`config.mk`:
```
export PLATFORM = sky130hd
export DESIGN_NAME = fault_alert_ctrl
export DESIGN_NICKNAME = d
export VERILOG_FILES = /design/src/rtl/fa_pkg.sv /design/src/rtl/fa_pb_qual.sv /design/src/rtl/fa_fault_latch.sv /design/src/rtl/fa_alert_arm.sv /design/src/rtl/fault_alert_ctrl.sv
export SDC_FILE = /design/constraint.sdc
export NUM_CORES = 1
export LEC_CHECK = 0
export BUFFER_PORTS_ARGS = -buffer_cell sky130_fd_sc_hd__buf_2
export CAP_MARGIN = 20
export CORE_UTILIZATION = 55
export DETAILED_ROUTE_END_ITERATION = 6
export PLACE_DENSITY = 0.87
export SLEW_MARGIN = 20
export SYNTH_ARGS = -nofsm -noshare
export SYNTH_HDL_FRONTEND = slang
export SYNTH_SLANG_ARGS = --single-unit
```
`constraint.sdc`:
```
create_clock -name clk -period 2.22 [get_ports clk]
set_input_delay 0.444 -clock clk [delete_from_list [all_inputs] [get_ports clk]]
set_output_delay 0.444 -clock clk [all_outputs]
set_load 0.01 [all_outputs]
```
`src/rtl/fa_pkg.sv`:
```
// Shared constants for the fault latch and alert controller.
// Assumes an 8-bit register file with fixed fault bit positions.
package fa_pkg;
    localparam int FW       = 8;
    localparam int NGEN     = 3;
    localparam int B_PBAD   = 3;
    localparam int B_ENCHG  = 4;
    localparam int B_FSHORT = 5;

    typedef enum logic [1:0] {
        A_MASK   = 2'd0,
        A_STATUS = 2'd1,
        A_FAULT  = 2'd2
    } reg_addr_e;
endpackage

```
`src/rtl/fa_pb_qual.sv`:
```
// Power-bad qualifier: reports a hit once feedback-low, gate-on and
// adequate gate drive have held on more than QUAL_CYCLES consecutive edges.
// Assumes QUAL_CYCLES >= 1. The output is combinational, so the
// consumer registers it.
module fa_pb_qual #(
    parameter int QUAL_CYCLES = 250
) (
    input  logic clk,
    input  logic rst_n,
    input  logic fb_low,
    input  logic gate_on,
    input  logic vgs_ok,
    output logic pb_hit
);
    localparam int CW = $clog2(QUAL_CYCLES + 1);
    localparam logic [CW-1:0] LIMIT = CW'(QUAL_CYCLES);

    logic          armed;
    logic [CW-1:0] run_cnt;

    assign armed  = fb_low && gate_on && vgs_ok;
    assign pb_hit = armed && (run_cnt == LIMIT);

    // Count consecutive qualifying cycles; saturate at the limit, restart on a gap.
    always_ff @(posedge clk) begin
        if (!rst_n)              run_cnt <= '0;
        else if (!armed)         run_cnt <= '0;
        else if (run_cnt != LIMIT) run_cnt <= run_cnt + 1'b1;
    end
endmodule

```
`src/rtl/fa_fault_latch.sv`:
```
// Status and sticky fault registers with the set and clear rules.
// Assumes present_d is this cycle's next status value and clr_all is a
// one-cycle event. Set always wins over clear.
module fa_fault_latch
    import fa_pkg::*;
(
    input  logic          clk,
    input  logic          rst_n,
    input  logic [FW-1:0] present_d,
    input  logic          en_in,
    input  logic          clr_all,
    input  logic          host_wr,
    input  logic [FW-1:0] host_wdata,
    output logic [FW-1:0] status_q,
    output logic [FW-1:0] fault_q,
    output logic [FW-1:0] fault_d,
    output logic [FW-1:0] fault_rise
);
    logic          en_q;
    logic          en_fall;
    logic [FW-1:0] set_vec;

    assign en_fall = en_q && !en_in;

    // Set vector: present conditions plus the enable-change marker.
    always_comb begin
        set_vec = present_d;
        set_vec[B_ENCHG] = present_d[B_ENCHG] | en_fall;
    end

    // Next fault value: host clears, then event clears, then sets on top.
    always_comb begin
        fault_d = fault_q;
        if (host_wr) fault_d = fault_d & (host_wdata | status_q);
        if (en_fall) fault_d[B_PBAD:0] = '0;
        if (clr_all) fault_d = '0;
        fault_d = fault_d | set_vec;
    end

    assign fault_rise = fault_d & ~fault_q;

    // Register status, fault and the previous enable level.
    always_ff @(posedge clk) begin
        if (!rst_n) begin
            status_q <= '0;
            fault_q  <= '0;
            en_q     <= 1'b0;
        end else begin
            status_q <= present_d;
            fault_q  <= fault_d;
            en_q     <= en_in;
        end
    end

    for (genvar i = 0; i < FW; i++) begin : g_hold
        // a present condition can never be cleared
        a_r7_present_holds: assert property (@(posedge clk) disable iff (!rst_n)
            present_d[i] |=> fault_q[i]);
    end

    a_r8_en_fall_sets4: assert property (@(posedge clk) disable iff (!rst_n)
        en_fall |=> fault_q[B_ENCHG]);

    a_r8_en_fall_clears_low: assert property (@(posedge clk) disable iff (!rst_n)
        (en_fall && present_d[B_PBAD:0] == '0) |=> (fault_q[B_PBAD:0] == '0));

    a_r9_full_clear: assert property (@(posedge clk) disable iff (!rst_n)
        (clr_all && present_d == '0 && !en_fall) |=> (fault_q == '0));
endmodule

```
`src/rtl/fa_alert_arm.sv`:
```
// One-shot alert arming: a bit becomes pending when its fault rises and
// stops pending when serviced or when its fault clears.
// Assumes fault_rise and fault_d come from the latch for the same edge.
module fa_alert_arm
    import fa_pkg::*;
(
    input  logic          clk,
    input  logic          rst_n,
    input  logic [FW-1:0] fault_d,
    input  logic [FW-1:0] fault_rise,
    input  logic [FW-1:0] mask_q,
    input  logic          ara_strobe,
    input  logic          addr_strobe,
    output logic          alert_n
);
    logic [FW-1:0] pend_q;
    logic          service;

    assign service = ara_strobe || addr_strobe;
    assign alert_n = ~|(pend_q & mask_q);

    // Track unserviced fault occurrences; a new rise wins over service.
    always_ff @(posedge clk) begin
        if (!rst_n) pend_q <= '0;
        else        pend_q <= ((service ? '0 : pend_q) & fault_d) | fault_rise;
    end

    a_r5_service_releases: assert property (@(posedge clk) disable iff (!rst_n)
        (service && fault_rise == '0) |=> alert_n);

    a_r6_no_rearm_same: assert property (@(posedge clk) disable iff (!rst_n)
        (alert_n && fault_rise == '0) |=> (alert_n || !$stable(mask_q)));
endmodule

```
`src/rtl/fault_alert_ctrl.sv`:
```
// Top of the fault latch and alert controller: status and fault registers,
// alert mask, register access and alert output.
// Assumes all condition and event inputs are synchronous, already-qualified
// flags, except power-bad, which is filtered here.
module fault_alert_ctrl
    import fa_pkg::*;
#(
    parameter int QUAL_CYCLES = 250
) (
    input  logic            clk,
    input  logic            rst_n,
    input  logic [NGEN-1:0] fault_cond,
    input  logic            fb_low,
    input  logic            gate_on,
    input  logic            vgs_ok,
    input  logic            isense_hi,
    input  logic            en_in,
    input  logic            off_evt,
    input  logic            uv_rst_evt,
    input  logic            uvlo_evt,
    input  logic            ara_strobe,
    input  logic            addr_strobe,
    input  logic            reg_wr,
    input  logic [1:0]      reg_addr,
    input  logic [FW-1:0]   reg_wdata,
    output logic [FW-1:0]   reg_rdata,
    output logic            alert_n
);
    logic          pb_hit;
    logic [FW-1:0] present_d;
    logic [FW-1:0] status_q;
    logic [FW-1:0] fault_q;
    logic [FW-1:0] fault_d;
    logic [FW-1:0] fault_rise;
    logic [FW-1:0] mask_q;
    logic          wr_fault;

    fa_pb_qual #(.QUAL_CYCLES(QUAL_CYCLES)) u_qual (
        .clk(clk), .rst_n(rst_n), .fb_low(fb_low), .gate_on(gate_on),
        .vgs_ok(vgs_ok), .pb_hit(pb_hit)
    );

    // Assemble the next status value from the condition inputs.
    always_comb begin
        present_d = '0;
        present_d[NGEN-1:0] = fault_cond;
        present_d[B_PBAD]   = pb_hit;
        present_d[B_FSHORT] = isense_hi && !gate_on;
    end

    assign wr_fault = reg_wr && (reg_addr == A_FAULT);

    fa_fault_latch u_latch (
        .clk(clk), .rst_n(rst_n), .present_d(present_d), .en_in(en_in),
        .clr_all(off_evt || uv_rst_evt || uvlo_evt),
        .host_wr(wr_fault), .host_wdata(reg_wdata),
        .status_q(status_q), .fault_q(fault_q), .fault_d(fault_d),
        .fault_rise(fault_rise)
    );

    fa_alert_arm u_arm (
        .clk(clk), .rst_n(rst_n), .fault_d(fault_d), .fault_rise(fault_rise),
        .mask_q(mask_q), .ara_strobe(ara_strobe), .addr_strobe(addr_strobe),
        .alert_n(alert_n)
    );

    // Alert mask register, host writable, cleared by reset.
    always_ff @(posedge clk) begin
        if (!rst_n)                             mask_q <= '0;
        else if (reg_wr && reg_addr == A_MASK)  mask_q <= reg_wdata;
    end

    // Read data for the addressed register.
    always_comb begin
        case (reg_addr)
            A_MASK:   reg_rdata = mask_q;
            A_STATUS: reg_rdata = status_q;
            A_FAULT:  reg_rdata = fault_q;
            default:  reg_rdata = '0;
        endcase
    end

    a_r4_alert_needs_mask: assert property (@(posedge clk) disable iff (!rst_n)
        !alert_n |-> |(fault_q & mask_q));

    a_r2_pb_status_drops: assert property (@(posedge clk) disable iff (!rst_n)
        !(fb_low && gate_on && vgs_ok) |=> !status_q[B_PBAD]);
endmodule

```
# Yosys cells after proc, flatten, opt, wreduce, memory -nomap -nowiden
# Index checks and enable logic that the tools add are counted.
# totals
ff_bits	41
latchBits	0
ramBits	0
mem_bits_ro	0
inputBits	26
out_inout_bits	9
word_cells	41
n_memories	0
# classes
add_sub_neg	1
n_mul	0
n_div	0
n_lt_le_gt_ge	0
n_eq_ne	4
shift	0
mux	5
n_bitwise	8
reduce_logical	16
# ops
cell	count
8-bit bitwise AND	4
8-bit 2-to-1 mux	3
8-bit one-hot mux with 3 select lines	1
8-bit OR	2
8-bit by 1-bit adder with 8-bit output (second input constant)	1
8-bit equality test (second input constant)	1
8-bit != test (second input constant)	1
8-bit NOT	1
8-bit by 6-bit OR with 8-bit output	1
8-bit OR reduction	1
1-bit logical AND	7
4-bit 2-to-1 mux	1
1-bit logical NOT	3
1-bit logical OR	3
2-bit by 1-bit equality test with 1-bit output (second input constant)	1
2-bit equality test (second input constant)	1
2-bit logical NOT	1
2-bit AND reduction	1

# Longest topological paths before layout
# Gate-level depths: netlist of the first run.
# depth
word_depth	8
mapped_depth	6
depth_no_buf	6

# By module
# Synthesis of the first run repeated with hierarchy kept, for this count alone.
# unflattened
hier_cells	202
area_unflattened_um2	1960.6
# by_module_without_submodules
mod	instances	cells_each	area_per_inst_um2	seq_area_each_um2
fa_fault_latch	1	67	676.9	340.3
fault_alert_ctrl	1	60	545.5	160.2
fa_pb_qual	1	45	395.4	160.2
fa_alert_arm	1	30	342.8	160.2

# Worst setup path before layout of the first run
# Ideal clock, no wire load.
# synth_path
kind	in2out
startpoint	input port reg_addr[0]
endpoint	output port reg_rdata[0]
arrival_time_ns	1.151
required_time_ns	1.776
setup_slack_ns	0.625
path_stages	4
n_path_buf	1
cell_sequence	clkbuf_1 nor2b_1 nand2_1 o21ai_0
# synth_between
elab_chain_cells	2
word_cells_on_any_way	4
classes_between	eq/ne: 2; mux: 1; reduce/logical: 1
# synth_lines
element	line_no	text
from (decl)	fault_alert_ctrl.sv:24	input logic [1:0] reg_addr,
2-bit equality test, or another cell as far along	fault_alert_ctrl.sv:75	case (reg_addr)
8-bit one-hot mux with 3 select lines *	fault_alert_ctrl.sv:75	
to (decl)	fault_alert_ctrl.sv:26	output logic [FW-1:0] reg_rdata,
# Every way passes the cells marked *; elsewhere a longest branch is shown, timed or not.

# Worst setup path in the final report of the first run
# layout_path
startpoint	input port reg_addr[0]
endpoint	output port reg_rdata[5]
# Same word-level chain as after synthesis.

==> results by group, run 1 <==
Status
  • Result of the run: finished, final reports clean

Timing
  • Hold violation count in the final report: 0
  • Final critical delay including setup and external delays: roughly 1.8 ns
  • Final period utilization: 0.814
  • Slew at the pin closest to its max-slew limit: 0.593 ns
  • Relative slew slack: 0.603
  • Final number of setup-violating endpoints: 0
  • Pins over their slew limit: 0
  • Sum Neg Setup Slack: 0 ns
  • Maximum clock rate: between 500 and 600 MHz
  • Setup Skew: ~0.014 ns
  • Setup repair after global routing missed its margin: false

Synthesis
  • Cell Area, Synth: 1630 um^2
  • Proportion of synthesized chip area in sequential cells: 0.467
  • Post-synthesis share of cell area spent on and, or, nand and nor gates: 0.239
  • Yosys reg bits: 38
  • Multiplexer share of the synthesized area: 0.0984
  • XOR/XNOR share of the synthesized area: 0.0269
  • Cells after synthesis: 159
  • Synthesized-area fraction occupied by ao, oa, aoi and oai cells: 0.138
  • Synth cell types: 35
  • Post-Syn Nets: 187
  • Synth warnings: 0
  • Main combinational cell family by area after synthesis: simple AND/OR/NAND/NOR gates
  • EDFF count, synth: 0
  • Most frequently used flop master after synthesis: dfxtp_1
  • Average footprint of a synthesized cell: approximately 10 um^2
  • Adder-cell area share of the yosys netlist: 0.0154
  • Proportion of synthesized flip-flops having asynchronous set or reset: 0

Setup path
  • Cell Chain, Critical Path: buf_2 -> nor2b_1 -> nand2_1 -> o21ai_0 -> buf_2
  • Critical path peak fanout: 11
  • Critical path startpoint category: input pin
  • Worst endpoint required time: 1.78 ns
  • Max stage delay on crit path: 0.36 ns
  • Critical path class: in2out
  • Crit path arrival time: roughly 1.4 ns
  • R2r setup slk: 0.87 ns
  • Crit path max-delay cell type: nor2b_1
  • Critical Path End Type: output pin
  • Critical path's most frequent cell: buf_2

Clock tree
  • Number of buffers on the longest clock path: 2
  • Setup repair bufs after CTS: 0
  • Clock transition at the register clock pins on the worst setup and hold paths after CTS: around 0.12 ns
  • Total clock buffers created by CTS: 5
  • Count of instances resized after the clock tree is built: 0
  • Root Buffer Master: clkbuf_4
  • Worst skew pair latency: 0.35 ns
  • Clock sinks: 38
  • CTS tree: yes
  • Count of H-tree levels built during CTS: 2
  • Number of buffers added to fix hold violations after cts: 0

Layout
  • Most frequent cells in the layout: dfxtp_1, buf_2, mux2i_1
  • Share of layout cells above drive strength 1: 0.296
  • Final layout net count: 226
  • Leading cell type in the layout, fill and taps excluded: dfxtp_1
  • Count of non-filler cells in the finished layout: 230
  • Syn-to-layout area delta: 17.8%
  • Fill cell total of the finished layout: 206
  • Antenna diode instance count: 0

Placement
  • Half-perimeter wire length of the detailed placement result: 2550 um
  • Global placement routability congestion: 0.935
  • Number of instances in the placed design: 222
  • Quantity of I/O buffers inserted on ports: 34

Die
  • Initial core utilization: 0.585
  • Horizontal die dimension: 56.4 um
  • CORE AREA: 2780 um^2
  • Ports placed on the boundary: 35
  • Full die area: ~3200 um^2
  • Floorplan die height: 56.4 um
  • Standard-cell row count: 19

Routing
  • Total wirelength of the detailed-routed design: roughly 3400 um
  • Residual antenna-violating net count after detailed routing: 0
  • Iteration-0 DRC Markers: 56
  • Routed WL per cell: between 10 and 15 um
  • Vias per inst: 5.67
  • Drt pass-1 iters: 4
  • Vias after detailed routing: 1304
  • DRC viols: 0

Min path
  • Worst min-delay path class: in2reg

Global routing
  • Pin count of the biggest net entering global routing: 18
  • Global-route wire length before repair: 5500 um
  • Global-route usage over all layers: 0.224
  • Congestion Overflow GR: 0
  • Number of antenna violations at the first check in global routing: 0
  • Via count of the first global-routing pass: 1313

Power and ir drop
  • Peak supply drop: slightly above 0.6 mV
  • Leakage power figure: ~0.00077 uW
  • Power per Cell Area: 672 nW/um^2

Run
  • Reported max-cap violation count: 0
==> power breakdown <==
group | leakage, uW | switching [uW] | total (uW) | internal, uW
Clock | 0.0000374 | 230 | 467 | 236
Sequential | 0.000310 | 14.2 | 715 | 701
Combinational | 0.000422 | 53.6 | 106 | 52.5
==> flip-flops by register name (all words and copies together) (netlist names) <==
register          flops
u_qual.run_cnt        8
mask_q                8
u_latch.en_q          1
u_arm.pend_q          8
u_latch.fault_q       8
u_latch.status_q      5
==> layer usage <==
layer / vias up / global-route usage / part of all wire
met5: - / 0 / 0
met4: 0 / 0.125 / 0.027
met3: 11 / 0.0461 / 0.039
met2: 37 / 0.405 / 0.52
met1: 610 / 0.242 / 0.42
li1: 646 / - / -
==> metrics by stage <==
step	utilization	total power, uW	area [um^2]	worst slack [ns]	hold slack [ns]
floorplan	-	785	1630	0.625	0.435
global placement	0.659	832	1830	0.357	0.444
detailed placement	0.659	837	1830	0.335	0.453
CTS	0.689	1300	1920	0.433	0.317
global route	0.689	1330	1920	0.357	0.324
finish	0.689	1290	1920	0.413	0.328
==> path summary, 6_finish.rpt <==
check                                      start                        endpoint  cells past startpoint
hold / removal                     fault_cond[0]  u_latch.status_q[0]$_SDFF_PN0_                      2
hold reg to reg    u_latch.fault_q[6]$_SDFF_PN0_   u_latch.fault_q[6]$_SDFF_PN0_                      1
setup reg to reg  u_qual.run_cnt[0]$_SDFFE_PN0P_  u_qual.run_cnt[1]$_SDFFE_PN0P_                      6
setup / recovery                     reg_addr[0]                    reg_rdata[5]                      5
==> cells in the mapped netlist, types with 3 or more instances <==
| master | n | area [um^2] |
|---|---|---|
| a22oi_1 | 4 | 30.0 |
| nand3_1 | 3 | 15.0 |
| mux2i_1 | 16 | 160 |
| and2_1 | 5 | 31.3 |
| xor2_1 | 3 | 26.3 |
| a21oi_1 | 3 | 15.0 |
| nor2_1 | 8 | 30.0 |
| o21ai_0 | 8 | 40.0 |
| and3_1 | 4 | 25.0 |
| or3_1 | 7 | 43.8 |
| dfxtp_1 | 38 | 761 |
| a21boi_2 | 4 | 45.0 |
| a31o_2 | 5 | 43.8 |
| nor2b_1 | 9 | 56.3 |
| nand2_1 | 15 | 56.3 |
==> worst max-delay path, delay by kind of cell <==
family,cells,cell delay [ns]
compound gates,1,0.11
buf+inv,2,0.36
simple gates,2,0.45
==> layout make-up <==
cell class | count | area, um^2 | share of cell area
clock buffers | 5 | 37.5 | 0.0196
repair buffers | 36 | 185 | 0.0966
well taps | 31 | 38.8 | 0.0202
inverters | 2 | 7.51 | 0.00392
multi-input cells | 115 | 842 | 0.439
flip-flops and latches | 38 | 761 | 0.397
clock inverters | 3 | 45.0 | 0.0235
==> logic make-up (layout without fill, tap and decap cells) <==
group,after synthesis,in the layout
and+or+nand+nor,63,63
DFF,38,38
AOI/OAI and AO/OA,29,29
muxes,16,16
buffers and inverters,6,46
xor gates and xnor gates,5,5
adders and majority gates,2,2
Note: power is estimated with default switching activity, not from simulation.
==> inputs of run 2 (changes only) <==
CORE_UTILIZATION = 53   (was 55)
PLACE_DENSITY = 0.85   (was 0.87)
clock period = 1.8 ns   (was 2.22 ns; I/O delays follow)
==> run 2 against run 1 <==
- the flow now finishes with violations (design-rule violations)
- critical path depth stayed put
- combinational power is 33% higher
- power is 14% higher
- sequential share of layout area is 0.31 points lower
- design area is 0.78% higher
- critical endpoint is now reg_rdata[3]
- largest power group unchanged
==> results by group, run 2 (same netlist as run 1, synthesis figures left out) <==
Setup path
  • Critical Path End Type: output pin (unchanged)
  • Critical path startpoint category: input pin (unchanged)
  • Crit path arrival time: 1.26 ns (was 1.36 ns)
  • Critical path peak fanout: 6 (was 11)
  • Critical path class: in2out (unchanged)
  • Worst endpoint required time: 1.44 ns (was 1.78 ns)

Routing
  • Residual antenna-violating net count after detailed routing: 0 (unchanged)
  • Total wirelength of the detailed-routed design: 3420 um (was 3380 um)
  • DRC viols: 4 (was 0)
  • Vias per inst: 5.54 (was 5.67)
  • Routed WL per cell: 14.5 um (was 14.7 um)
  • Iteration-0 DRC Markers: 36 (was 56)
  • Vias after detailed routing: 1302 (was 1304)
  • Drt pass-1 iters: 6 (was 4)

Timing
  • Setup repair after global routing missed its margin: false (unchanged)
  • Maximum clock rate: a little over 600 MHz
  • Setup Skew: 0.00733 ns (was 0.0141 ns)
  • Final period utilization: 0.901
  • Hold violation count in the final report: 0 (unchanged)
  • Final number of setup-violating endpoints: 0 (unchanged)
  • Relative slew slack: 0.597 (was 0.603)
  • Pins over their slew limit: 0 (unchanged)
  • Sum Neg Setup Slack: 0 ns (unchanged)
  • Final critical delay including setup and external delays: 1.62 ns
  • Slew at the pin closest to its max-slew limit: 0.602 ns (was 0.593 ns)

Layout
  • Syn-to-layout area delta: 18.7% (was 17.8%)
  • Fill cell total of the finished layout: 227 (was 206)
  • Final layout net count: 231 (was 226)
  • Share of layout cells above drive strength 1: 0.309 (was 0.296)
  • Final design area excluding fillers: 1930 um^2 (was 1920 um^2)
  • Leading cell type in the layout, fill and taps excluded: dfxtp_1 (unchanged)
  • Most frequent cells in the layout: dfxtp_1, buf_2, mux2i_1 (unchanged)
  • Reg area: 761 um^2 (unchanged)
  • Combined area of the multi-input logic cells: 842 um^2 (unchanged)
  • Antenna diode instance count: 0 (unchanged)

Placement
  • DP Area: 1870 um^2 (was 1830 um^2)
  • Half-perimeter wire length of the detailed placement result: 2650 um (was 2550 um)
  • Quantity of I/O buffers inserted on ports: 34 (unchanged)
  • Global placement routability congestion: 0.805 (was 0.935)

Global routing
  • Pin count of the biggest net entering global routing: 13 (was 18)
  • Number of antenna violations at the first check in global routing: 0 (unchanged)
  • Via count of the first global-routing pass: 1298 (was 1313)
  • Congestion Overflow GR: 0 (unchanged)
  • Global-route usage over all layers: 0.230 (was 0.224)
  • Global-route wire length before repair: 5710 um (was 5500 um)

Power and ir drop
  • Switching component of the power: 349 uW (was 298 uW)
  • Power per Cell Area: 763 nW/um^2 (was 672 nW/um^2)
  • Internal power of the cells: 1130 uW (was 990 uW)
  • Switching part of the total: 0.237 (was 0.232)
  • Part of the total power dissipated in the clock network: 0.307 (was 0.362)
  • Part of the power in registers: 0.597 (was 0.555)
  • Fraction of power consumed by combinational cells: 0.096 (was 0.082)
  • Peak supply drop: 0.486 mV (was 0.607 mV)
  • Leakage power figure: 0.000791 uW (was 0.000769 uW)

Min path
  • Worst min-delay path class: in2reg (unchanged)

Die
  • Horizontal die dimension: 57.4 um (was 56.4 um)
  • Standard-cell row count: 19 (unchanged)
  • Ports placed on the boundary: 35 (unchanged)
  • Full die area: 3300 um^2 (was 3180 um^2)
  • CORE AREA: 2830 um^2 (was 2780 um^2)
  • Floorplan die height: 57.4 um (was 56.4 um)
  • Initial core utilization: 0.575 (was 0.585)

Status
  • Failing checks: design-rule violations
  • Result of the run: finished, violations left (was finished, final reports clean)

Clock tree
  • Clock transition at the register clock pins on the worst setup and hold paths after CTS: 0.11 ns (was 0.12 ns)
  • Setup repair bufs after CTS: 0 (unchanged)
  • Total clock buffers created by CTS: 5 (unchanged)
  • Worst skew pair latency: 0.34 ns (was 0.35 ns)
  • Count of H-tree levels built during CTS: 2 (unchanged)
  • Number of buffers added to fix hold violations after cts: 0 (unchanged)
  • Count of instances resized after the clock tree is built: 0 (unchanged)
  • Number of buffers on the longest clock path: 2 (unchanged)
  • Clock sinks: 38 (unchanged)
  • CTS tree: yes (unchanged)
  • Root Buffer Master: clkbuf_4 (unchanged)

Run
  • Reported max-cap violation count: 0 (unchanged)
[run 2: changes by cell type in the layout (fill, tap and decap cells not counted), sizes merged]
| cell | before | now |
|---|---|---|
| clkinvlp | 2 | 0 |
| bufinv | 1 | 0 |
| clkinv | 0 | 1 |
| clkbuf | 5 | 7 |
| buf | 36 | 41 |
[run 2: layer usage]
layer  wire [um]  global-route usage  up-vias  part of all wire
met5           0                   0        -                 0
li1            -                   -      653                 -
met4          49              0.0732        0             0.014
met1        1470               0.251      616              0.43
met3         143              0.0658        5             0.042
met2        1750               0.425       28              0.51
[run 2: power groups by stage]
stage               sequential (uW)  combinational (uW)  clock [uW]
floorplan                       895                73.7           0
global placement                898                 136           0
detailed placement              899                 140           0
CTS                             880                 141         462
global route                    883                 155         502
finish                          880                 141         452
[run 2: metrics by stage]
| stage | hold slack (ns) | std cells | power, uW | setup WS (ns) | utilization |
|---|---|---|---|---|---|
| 6_report | 0.247 | 235 | 1470 | 0.178 | 0.683 |
| 5_1_grt | 0.239 | 235 | 1540 | 0.0936 | 0.683 |
| 4_1_cts | 0.242 | 235 | 1480 | 0.188 | 0.683 |
| 3_5_place_dp | 0.457 | 227 | 1040 | 0.0536 | 0.662 |
| 3_3_place_gp | 0.443 | 227 | 1030 | 0.108 | 0.662 |
| 2_1_floorplan | 0.435 | 159 | 969 | 0.373 | - |
[run 2: path summary, 6_finish.rpt]
kind,start,endpoint,slack (ns),cells past startpoint
setup reg to reg,u_qual.run_cnt[0]$_SDFFE_PN0P_,u_qual.run_cnt[1]$_SDFFE_PN0P_,0.44,6
hold / removal,fault_cond[2],u_latch.status_q[2]$_SDFF_PN0_,0.25,2
hold reg to reg,u_latch.fault_q[6]$_SDFF_PN0_,u_latch.fault_q[6]$_SDFF_PN0_,0.47,1
setup / recovery,reg_addr[0],reg_rdata[3],0.18,5
[run 2: layout make-up]
class / instances / share of cell area
clock buffer: 7 / 0.0285
clock inverter: 1 / 0.00259
inverter: 2 / 0.00389
multi-input combinational: 115 / 0.436
sequential: 38 / 0.394
tap: 31 / 0.0201
timing repair buffer: 41 / 0.115
[run 2: critical path, cell delays in order]
cell	delay [ns]
buf_2	0.13
nor2b_1	0.40
nand2_1	0.09
o21ai_0	0.10
buf_2	0.17
==> inputs of run 3 (changes only) <==
CELL_PAD_IN_SITES_DETAIL_PLACEMENT = 1   (was default)
CELL_PAD_IN_SITES_GLOBAL_PLACEMENT = 1   (was default)
CORE_UTILIZATION = 41   (was 53)
SETUP_SLACK_MARGIN = 0.3   (was default)
==> run 3 against run 2 <==
- the run now ends clean
- flip-flop and latch count stayed put
- via count is 5.1% higher
- worst hold slack better by 0.050 ns
- non-clock buffer count is 3 higher
- clock power is 35% higher
- global-route usage is 1.1 points lower
- worst setup slack better by 0.12 ns
- sequential power is 0.7% higher
- power is 12% higher
- fmax is 7.6% higher
- first-iteration DRC count is 11% higher
==> results by group, run 3 (same netlist as run 1, synthesis figures left out) <==
Timing
  • Final critical delay including setup and external delays: 1.51 ns (was 1.62 ns)
  • Hold violation count in the final report: 0 (unchanged)
  • Setup repair after global routing missed its margin: true (was false)
  • Final number of setup-violating endpoints: 0 (unchanged)
  • Maximum clock rate: 663 MHz (was 616 MHz)
  • Final period utilization: 0.837 (was 0.901)
  • Relative slew slack: 0.773 (was 0.597)
  • Worst slack on hold paths: 0.297 ns (was 0.247 ns)
  • Setup Skew: 0.0103 ns (was 0.00733 ns)
  • Slew at the pin closest to its max-slew limit: 0.340 ns (was 0.602 ns)
  • Pins over their slew limit: 0 (unchanged)
  • Sum Neg Setup Slack: 0 ns (unchanged)

Clock tree
  • Clock sinks: 38 (unchanged)
  • Number of buffers on the longest clock path: 2 (unchanged)
  • Root Buffer Master: clkbuf_8 (was clkbuf_4)
  • Worst skew pair latency: 0.30 ns (was 0.34 ns)
  • Clock transition at the register clock pins on the worst setup and hold paths after CTS: 0.08 ns (was 0.11 ns)
  • Count of H-tree levels built during CTS: 2 (unchanged)
  • CTS tree: yes (unchanged)
  • Total clock buffers created by CTS: 5 (unchanged)

Routing
  • DRC viols: 0 (was 4)
  • Routed WL per cell: 17.1 um (was 14.5 um)
  • Vias after detailed routing: 1369 (was 1302)
  • Total wirelength of the detailed-routed design: 4360 um (was 3420 um)
  • Uppermost signal routing layer after detailed routing: met4 (unchanged)
  • Drt pass-1 iters: 4 (was 6)
  • Met3 wire length: 146 um (was 143 um)
  • Metal1 wirelength: 1840 um (was 1470 um)
  • Iteration-0 DRC Markers: 40 (was 36)
  • Residual antenna-violating net count after detailed routing: 0 (unchanged)
  • Vias per inst: 5.37 (was 5.54)
  • Total length of routed met2 wires: 2300 um (was 1750 um)

Layout
  • Antenna diode instance count: 0 (unchanged)
  • Combined area of the multi-input logic cells: 870 um^2 (was 842 um^2)
  • Final design area excluding fillers: 2060 um^2 (was 1930 um^2)
  • Syn-to-layout area delta: 26.7% (was 18.7%)
  • Final core area utilization: 0.551 (was 0.683)
  • Fill cell total of the finished layout: 442 (was 227)
  • Most frequent cells in the layout: buf_2, dfxtp_1, mux2i_1 (was dfxtp_1, buf_2, mux2i_1)
  • Leading cell type in the layout, fill and taps excluded: buf_2 (was dfxtp_1)
  • Share of layout cells above drive strength 1: 0.406 (was 0.309)
  • Reg area: 776 um^2 (was 761 um^2)
  • Final layout net count: 234 (was 231)

Placement
  • Quantity of I/O buffers inserted on ports: 34 (unchanged)
  • DP Area: 1890 um^2 (was 1870 um^2)
  • Half-perimeter wire length of the detailed placement result: 3180 um (was 2650 um)
  • Global placement routability congestion: 0.813 (was 0.805)

Setup path
  • R2R Path Start: u_qual.run_cnt[3]$_SDFFE_PN0P_ (was u_qual.run_cnt[0]$_SDFFE_PN0P_)
  • Family with the most delay on the worst path: flip-flops (was simple AND/OR/NAND/NOR gates)
  • Worst endpoint required time: 1.44 ns (about the same)
  • Cell Chain, Critical Path: a22oi_2 -> and4_1 -> buf_2 (was buf_2 -> nor2b_1 -> nand2_1 -> o21ai_0 -> buf_2)
  • Critical Path End Type: output pin (unchanged)
  • Critical path peak fanout: 2 (was 6)
  • Max stage delay on crit path: 0.32 ns (was 0.40 ns)
  • Endpoint of the lowest-slack register-to-register path: u_qual.run_cnt[0]$_SDFFE_PN0P_ (was u_qual.run_cnt[1]$_SDFFE_PN0P_)
  • Critical path class: reg2out (was in2out)
  • Worst reg2reg path depth: 4 (was 6)
  • Number of buffer and inverter stages on the critical path: 1 (was 2)
  • Critical path startpoint category: flip-flop (was input pin)
  • R2r setup slk: 0.46 ns (was 0.44 ns)
  • Crit path arrival time: 1.15 ns (was 1.26 ns)
  • Crit path max-delay cell type: dfxtp_1 (was nor2b_1)

Die
  • Ports placed on the boundary: 35 (unchanged)
  • Initial core utilization: 0.435 (was 0.575)
  • Floorplan die height: 65.0 um (was 57.4 um)
  • Full die area: 4230 um^2 (was 3300 um^2)
  • Standard-cell row count: 22 (was 19)
  • CORE AREA: 3740 um^2 (was 2830 um^2)
  • Horizontal die dimension: 65.0 um (was 57.4 um)

Global routing
  • Number of antenna violations at the first check in global routing: 0 (unchanged)
  • Global-route usage over all layers: 0.219 (was 0.230)
  • Via count of the first global-routing pass: 1490 (was 1298)
  • Global-route wire length before repair: 6890 um (was 5710 um)
  • Congestion Overflow GR: 0 (unchanged)
  • Pin count of the biggest net entering global routing: 13 (unchanged)

Min path
  • Endpoint of the worst hold path: u_latch.status_q[0]$_SDFF_PN0_ (was u_latch.status_q[2]$_SDFF_PN0_)
  • Worst hold path cell count: 2 (unchanged)
  • Worst min-delay path class: in2reg (unchanged)
  • Start point of the worst hold path: fault_cond[0] (was fault_cond[2])

Status
  • Result of the run: finished, final reports clean (was finished, violations left)

Power and ir drop
  • Leakage power figure: 0.000832 uW (was 0.000791 uW)
  • Power per Cell Area: 800 nW/um^2 (was 763 nW/um^2)
  • Peak supply drop: 0.517 mV (was 0.486 mV)
  • Total design power: 1650 uW (was 1470 uW)

Run
  • Reported max-cap violation count: 0 (unchanged)
## run 3: worst reg2reg max path, cell delays in order (launching register included)
cell and delay, ns:
dfxtp_1 0.41, nand4_1 0.24, nor3_2 0.35, xnor2_1 0.17, nor2_1 0.06
## run 3: what timing repair did
action	CTS	global route
hold buffers	0	0
pin swaps	2	3
resized for setup	13	12
endpoints found under the setup margin	7	5
setup buffers	3	0
## run 3: area by class of cell
cell class,count,share of cell area
sequential,38,0.376
clock buffer,6,0.0400
multi-input combinational,115,0.421
timing repair buffer,44,0.124
inverter,2,0.00364
clock inverter,2,0.00606
tap,48,0.0291
## run 3: power by group
part	internal [uW]	total, uW	switching (uW)
combinational	78.4	156	77.4
sequential	866	886	19.2
clock	308	609	301
total	1250	1650	398
## run 3: metrics by stage
| step | std cells | setup WS, ns |
|---|---|---|
| after CTS | 255 | 0.300 |
| final | 255 | 0.293 |
| after global placement | 244 | 0.0556 |
| after detailed placement | 244 | 0.00627 |
| after global routing | 255 | 0.228 |
| after floorplan | 159 | 0.373 |
## run 3: how the worst max path moves through the flow
stage | from | endpoint | slack, ns | cells past startpoint
finish | u_arm.pend_q[4]$_SDFF_PN0_ | alert_n | 0.29 | 3
global placement | reg_addr[0] | u_arm.pend_q[0]$_SDFF_PN0_ | 0.06 | 5
floorplan | reg_addr[0] | reg_rdata[0] | 0.37 | 4
global route | u_arm.pend_q[5]$_SDFF_PN0_ | alert_n | 0.23 | 3
CTS | mask_q[0]$_SDFFE_PN0P_ | alert_n | 0.30 | 3
detailed placement | reg_addr[0] | u_arm.pend_q[0]$_SDFF_PN0_ | 0.006 | 5
## run 3: layer usage
layer | global-route usage | vias to the layer above
met5 | 0 | -
li1 | - | 658
met1 | 0.241 | 674
met4 | 0.0652 | 0
met3 | 0.0546 | 7
met2 | 0.409 | 30
